File: config.mk
export PLATFORM = sky130hd
export DESIGN_NAME = raster_timing
export DESIGN_NICKNAME = d
export VERILOG_FILES = /design/src/rtl/raster_pkg.sv /design/src/rtl/raster_prescaler.sv /design/src/rtl/raster_trace.sv /design/src/rtl/raster_frame.sv /design/src/rtl/raster_shift_gate.sv /design/src/rtl/raster_timing.sv
export SDC_FILE = /design/constraint.sdc
export NUM_CORES = 1
export LEC_CHECK = 0
export ABC_AREA = 1
export BUFFER_PORTS_ARGS = -buffer_cell sky130_fd_sc_hd__buf_2
export CORE_ASPECT_RATIO = 0.5
export CORE_MARGIN = 3
export CORE_UTILIZATION = 60
export DETAILED_ROUTE_END_ITERATION = 10
export GPL_TIMING_DRIVEN = 0
export PLACE_DENSITY = 0.83
export SETUP_SLACK_MARGIN = 0.3
export SKIP_LAST_GASP = 1
export SLEW_MARGIN = 10
export SYNTH_ARGS = -nofsm -noshare
export SYNTH_HDL_FRONTEND = slang
export SYNTH_SLANG_ARGS = --single-unit
File: constraint.sdc
create_clock -name clk_i -period 3.01 [get_ports clk_i]
set_input_delay 0.1505 -clock clk_i [delete_from_list [all_inputs] [get_ports clk_i]]
set_output_delay 0.1505 -clock clk_i [all_outputs]
set_load 0.02 [all_outputs]
File: src/rtl/raster_pkg.sv
package raster_pkg;

  // Width that holds the values 0 .. n-1, never smaller than one bit.
  function automatic int cwidth(input int n);
    return (n <= 2) ? 1 : $clog2(n);
  endfunction

endpackage

File: src/rtl/raster_prescaler.sv
module raster_prescaler #(
  parameter int DIV = 10
) (
  input  logic clk_i,
  input  logic rst_i,
  output logic tick_o,   // last cycle of a slot
  output logic pre_o     // cycle before the last one
);
  import raster_pkg::*;
  localparam int DIV_W = cwidth(DIV);

  logic [DIV_W-1:0] cnt_q;

  always_ff @(posedge clk_i) begin
    if (rst_i)        cnt_q <= '0;
    else if (tick_o)  cnt_q <= '0;
    else              cnt_q <= cnt_q + 1'b1;
  end

  assign tick_o = (int'(cnt_q) == DIV - 1);
  assign pre_o  = (int'(cnt_q) == DIV - 2);

  assert_div_range_R1: assert property (@(posedge clk_i) disable iff (rst_i)
    int'(cnt_q) < DIV);

endmodule

File: src/rtl/raster_trace.sv
module raster_trace #(
  parameter int BITS  = 128,
  parameter int VRET  = 16,
  parameter int POS_W = 8
) (
  input  logic             clk_i,
  input  logic             rst_i,
  input  logic             tick_i,
  output logic [POS_W-1:0] pos_o,
  output logic             vr_o,
  output logic             vr_nxt_o,
  output logic             active_o,
  output logic             eot_o
);
  localparam int TRACE_LEN = BITS + VRET;

  logic [POS_W-1:0] pos_q, pos_nxt;
  logic             vr_q;
  logic             last_slot;

  assign last_slot = (int'(pos_q) == TRACE_LEN - 1);

  always_comb begin
    pos_nxt = pos_q;
    if (tick_i) pos_nxt = last_slot ? '0 : pos_q + 1'b1;
  end

  assign vr_nxt_o = (int'(pos_nxt) >= BITS);

  always_ff @(posedge clk_i) begin
    if (rst_i) begin
      pos_q <= '0;
      vr_q  <= 1'b0;
    end else begin
      pos_q <= pos_nxt;
      vr_q  <= vr_nxt_o;
    end
  end

  assign pos_o    = pos_q;
  assign vr_o     = vr_q;
  assign active_o = (int'(pos_q) < BITS);
  assign eot_o    = tick_i & last_slot;

  assert_pos_range_R2: assert property (@(posedge clk_i) disable iff (rst_i)
    int'(pos_q) < TRACE_LEN);
  assert_vr_flag_R3: assert property (@(posedge clk_i) disable iff (rst_i)
    vr_q == (int'(pos_q) >= BITS));

endmodule

File: src/rtl/raster_frame.sv
module raster_frame #(
  parameter int LINES  = 280,
  parameter int HR     = 16,
  parameter int LINE_W = 9
) (
  input  logic              clk_i,
  input  logic              rst_i,
  input  logic              eot_i,
  output logic [LINE_W-1:0] line_o,
  output logic              hs_o,
  output logic              hs_nxt_o
);
  import raster_pkg::*;
  localparam int HR_W = cwidth(HR);

  logic [LINE_W-1:0] line_q, line_nxt;
  logic [HR_W-1:0]   hr_q, hr_nxt;
  logic              hs_q;

  always_comb begin
    line_nxt = line_q;
    hs_nxt_o = hs_q;
    hr_nxt   = hr_q;
    if (eot_i) begin
      if (!hs_q) begin
        if (int'(line_q) == LINES - 1) begin
          line_nxt = '0;
          hs_nxt_o = 1'b1;
          hr_nxt   = '0;
        end else begin
          line_nxt = line_q + 1'b1;
        end
      end else if (int'(hr_q) == HR - 1) begin
        hs_nxt_o = 1'b0;
        hr_nxt   = '0;
      end else begin
        hr_nxt = hr_q + 1'b1;
      end
    end
  end

  always_ff @(posedge clk_i) begin
    if (rst_i) begin
      line_q <= '0;
      hs_q   <= 1'b0;
      hr_q   <= '0;
    end else begin
      line_q <= line_nxt;
      hs_q   <= hs_nxt_o;
      hr_q   <= hr_nxt;
    end
  end

  assign line_o = line_q;
  assign hs_o   = hs_q;

  assert_line_range_R5: assert property (@(posedge clk_i) disable iff (rst_i)
    int'(line_q) < LINES);
  assert_hs_line_hold_R6: assert property (@(posedge clk_i) disable iff (rst_i)
    hs_q |-> (line_q == '0));
  assert_hr_range_R8: assert property (@(posedge clk_i) disable iff (rst_i)
    int'(hr_q) < HR);

endmodule

File: src/rtl/raster_shift_gate.sv
module raster_shift_gate (
  input  logic clk_i,
  input  logic rst_i,
  input  logic tick_i,
  input  logic pre_i,
  input  logic active_i,
  input  logic hs_i,
  output logic shift_o
);
  logic phase_q;
  logic shift_q;

  // During horizontal retrace the phase toggles on every data slot;
  // only slots seen with phase 0 produce a strobe.
  always_ff @(posedge clk_i) begin
    if (rst_i) begin
      phase_q <= 1'b0;
      shift_q <= 1'b0;
    end else begin
      shift_q <= pre_i & active_i & (~hs_i | ~phase_q);
      if (tick_i) begin
        if (!hs_i)         phase_q <= 1'b0;
        else if (active_i) phase_q <= ~phase_q;
      end
    end
  end

  assign shift_o = shift_q;

  assert_phase_idle_R7: assert property (@(posedge clk_i) disable iff (rst_i)
    !hs_i |=> (!phase_q || hs_i));

endmodule

File: src/rtl/raster_timing.sv
module raster_timing #(
  parameter int DIV    = 10,
  parameter int BITS   = 128,
  parameter int VRET   = 16,
  parameter int LINES  = 280,
  parameter int HR     = 16,
  parameter int LINE_W = 9,
  localparam int POS_W = raster_pkg::cwidth(BITS + VRET)
) (
  input  logic              clk_i,
  input  logic              rst_i,
  output logic              mem_shift_o,
  output logic              vsync_o,
  output logic              hsync_o,
  output logic              blank_o,
  output logic [LINE_W-1:0] line_o,
  output logic [POS_W-1:0]  bit_o
);
  logic tick, pre, active, eot;
  logic vr, vr_nxt, hs, hs_nxt;
  logic blank_q;

  raster_prescaler #(.DIV(DIV)) u_pre (
    .clk_i(clk_i), .rst_i(rst_i), .tick_o(tick), .pre_o(pre)
  );

  raster_trace #(.BITS(BITS), .VRET(VRET), .POS_W(POS_W)) u_trace (
    .clk_i(clk_i), .rst_i(rst_i), .tick_i(tick), .pos_o(bit_o),
    .vr_o(vr), .vr_nxt_o(vr_nxt), .active_o(active), .eot_o(eot)
  );

  raster_frame #(.LINES(LINES), .HR(HR), .LINE_W(LINE_W)) u_frame (
    .clk_i(clk_i), .rst_i(rst_i), .eot_i(eot), .line_o(line_o),
    .hs_o(hs), .hs_nxt_o(hs_nxt)
  );

  raster_shift_gate u_gate (
    .clk_i(clk_i), .rst_i(rst_i), .tick_i(tick), .pre_i(pre),
    .active_i(active), .hs_i(hs), .shift_o(mem_shift_o)
  );

  always_ff @(posedge clk_i) begin
    if (rst_i) blank_q <= 1'b0;
    else       blank_q <= vr_nxt | hs_nxt;
  end

  assign vsync_o = vr;
  assign hsync_o = hs;
  assign blank_o = blank_q;

  assert_shift_not_retrace_R4: assert property (@(posedge clk_i) disable iff (rst_i)
    mem_shift_o |-> !vsync_o);
  assert_blank_merge_R3: assert property (@(posedge clk_i) disable iff (rst_i)
    blank_o == (vsync_o | hsync_o));
  assert_shift_at_slot_end_R1: assert property (@(posedge clk_i) disable iff (rst_i)
    mem_shift_o |-> tick);

endmodule

==> results.cfg <==
[status]
status = complete, no violations

[cells_and_area]
area_growth_pct = 15.4
fillers = 162
final_common_cell = nand2_1
drive_gt1_share_pct = 19.0
nNetsFinal = 270
stdcell_count = 298
final-seq-area_sq_um = 601
diodes = 0
multi_input_area_sq_um = 880
final_cell_mix = nand2_1 (67), dfxtp_1 (30), nor2_1 (29), inv_1 (28), buf_2 (22)

[clock_tree]
htreeDepth = 2
cts_sinks = 30
cts.repair.resized = 0
clockBufferDepth = 2
numCtsBuffers = 5
post_cts_buffers = 0
cts_hold_buf = 0
clock_latency_ns = 0.29
clk_pin_slew_ns = 0.07
root_buffer = clkbuf_8
cts_tree = yes

[synthesis]
synth.distinct_cells = 28
synth-seq-cells = 30
synth_fp_nets = 241
synth.area.top_cells = dfxtp_1 (37%), nand2_1 (16%), nor2_1 (6.7%), inv_1 (6.5%), a21oi_1 (4.9%)
synth.top_cell.area_share_pct = 37.1
syn_area_per_cell_sq_um = 6.95
seq_area_frac_synth_pct = 37.1
yosysWarnings = 0
synthCells = 233
yosysTopAreaCell = dfxtp_1
netlist_area_sq_mm = 0.00162

[setup_path]
crit_buf_inv = 1
critPathArrivalTime_ns = 1.68
crit_fanout = 7
worstSetupEndpointType = flip-flop
timing.rr.start = u_pre.cnt_q[0]
path_cells = ha_1 -> nand3_4 -> nor2_4 -> nand2_4 -> nand2_2 -> inv_2 -> o21ai_0 -> a21oi_1
cpPeakStageDelay_ns = 0.40
critPathKind = reg -> reg
critPathRequiredTime_ns = 3.17
r2r_slack_ns = 1.50
cp_slowest_cell = dfxtp_1
regToRegEndpoint = u_trace.pos_o[4]
startpoint_type = flip-flop
reg2reg_depth = 8
crit_family = simple AND/OR/NAND/NOR gates

[timing]
slew_headroom_pct = 67.9
final-hold-violation-count = 0
fin_tns_setup_ns = 0
clock_skew_ns = 0.00911
fmax_mhz = 661
slew_violations = 0
rsz0062_at_grt = false
max_slew.worst_pin.slew_ns = 0.482
finalCriticalPeriod_ns = 1.51
finalSetupViolCount = 0
finalCritPeriodShare_pct = 50.3

[floorplanning]
io_pins = 23
core_area_sq_mm = 0.00239
die_height_um = 42.7
die_area_sq_mm = 0.00340
die_w_um = 79.5
rows = 12
initial_core_util_pct = 67.9

[pwr]
p_per_area_mw_per_mm2 = 412
intPower_uw = 592
power_frac_seq_pct = 52.4
switchingPower_uw = 179
p_comb_share_pct = 3.3
power_uw = 771
sw_frac_of_total_pct = 23.2
p_clk_share_pct = 44.3
ir_drop_mv = 0.285
leakage_nw = 0.895

[placed_design]
dp_cells = 290
hpwl_um = 2490
port_buffers = 22
place_congestion = 0.851

[min_path]
hold_end = u_frame.line_o[5]
hold_path_class = in -> reg
hp-start = rst_i
worstHoldPathCells = 2

[route]
firstDrtPassIters = 4
routed_via_density = 5.04
route.antenna.remaining_nets = 0
drc = 0
vias = 1503
avgRoutedWirePerCell_um = 11.1
drt_iter0_markers = 92
totalWireLength_um = 3310

[global_routing]
grtUsageTotal_pct = 21.7
antenna_found_initial = 0
grt_pass1_vias = 1291
grt_pass1_wl_um = 5640
grt_max_degree = 11
grt_overflow_total = 0

[flow_run]
max_cap_viol_count = 0
-- synthesized netlist by cell type --
cell,number
xor2_1,3
a211oi_1,1
inv_1,28
a21oi_2,1
nand2_4,1
nor2_8,1
nand3_4,1
clkinv_4,1
nand4_1,4
nand2_1,67
nand3_2,2
o21ai_1,2
nor3b_1,1
or2_2,1
nor2_4,3
a21oi_1,16
o21ai_0,6
inv_2,5
dfxtp_1,30
nand4_4,1
clkinv_1,1
clkbuf_1,1
nand2_2,3
nor2_1,29
ha_1,6
nand3b_1,1
nand3_1,15
xnor2_1,2
-- how the worst max path moves through the flow --
stage                           from                end  slack, ns  depth (start not counted)
floorplan           u_trace.pos_o[0]  u_frame.line_o[8]       1.54                          8
global placement      u_pre.cnt_q[0]            blank_o       1.55                          8
detailed placement    u_pre.cnt_q[0]    u_frame.hr_q[3]       1.51                          8
CTS                   u_pre.cnt_q[0]   u_trace.pos_o[4]       1.50                          8
global route          u_pre.cnt_q[0]  u_frame.line_o[8]       1.35                          8
finish                u_pre.cnt_q[0]   u_trace.pos_o[4]       1.50                          8
-- power groups by stage --
stage	sequential, mW	clock, mW	combinational, mW
final	0.404	0.342	0.0255
after global routing	0.404	0.366	0.0296
after CTS	0.404	0.343	0.0260
after detailed placement	0.413	0	0.0259
after global placement	0.413	0	0.0243
after floorplan	0.412	0	0.0191
-- logic make-up (layout without fill, tap and decap cells) --
group | after synthesis | count (layout) | share of synthesized area (%)
simple gates | 130 | 130 | 38.5
buf+inv | 36 | 66 | 8.65
xor+xnor | 5 | 5 | 2.70
compound gates | 26 | 26 | 8.42
fa+ha+maj | 6 | 6 | 4.63
flops | 30 | 30 | 37.1
-- worst reg2reg max path: cells and delay by family, from the launching register on --
| family | cells | cell delay (ns) |
|---|---|---|
| compound gates | 2 | 0.13 |
| fa+ha+maj | 1 | 0.24 |
| buf+inv | 1 | 0.06 |
| flops | 1 | 0.40 |
| simple gates | 4 | 0.55 |
-- metrics by stage --
stage / hold WS [ns] / area, sq um / worst slack (ns) / utilization, %
after floorplan: 0.220 / 1620 / 1.54 / -
after global placement: 0.380 / 1770 / 1.55 / 74.3
after detailed placement: 0.388 / 1770 / 1.51 / 74.3
after CTS: 0.0929 / 1870 / 1.50 / 78.3
after global routing: 0.118 / 1870 / 1.35 / 78.3
final: 0.0971 / 1870 / 1.50 / 78.3
-- sequential cells by signal (all words and copies together) (netlist names) --
signal and count:
u_gate.shift_o 1, u_frame.hs_o 1, u_frame.line_o 9, blank_o 1, u_trace.vr_o 1, u_pre.cnt_q 4
u_gate.phase_q 1, u_trace.pos_o 8, u_frame.hr_q 4
-- routing by layer --
metal | GRT usage [%] | wire, um | part of all wire (%) | vias up
met5 | 0 | 0 | 0 | -
met4 | 8.90 | 42 | 1.3 | 0
met3 | 7.20 | 212 | 6.4 | 6
met2 | 33.5 | 1470 | 44 | 45
met1 | 27.7 | 1580 | 48 | 656
li1 | - | - | - | 796
-- layout make-up --
class / count / area share (%)
sequential: 30 / 32.1
buffer: 1 / 0.201
clock inverter: 2 / 0.669
multi-input combinational: 167 / 47.1
timing repair buffer: 22 / 5.89
inverter: 35 / 7.30
clock buffer: 6 / 4.42
tap: 35 / 2.34
(Power assumes the default switching activity.)
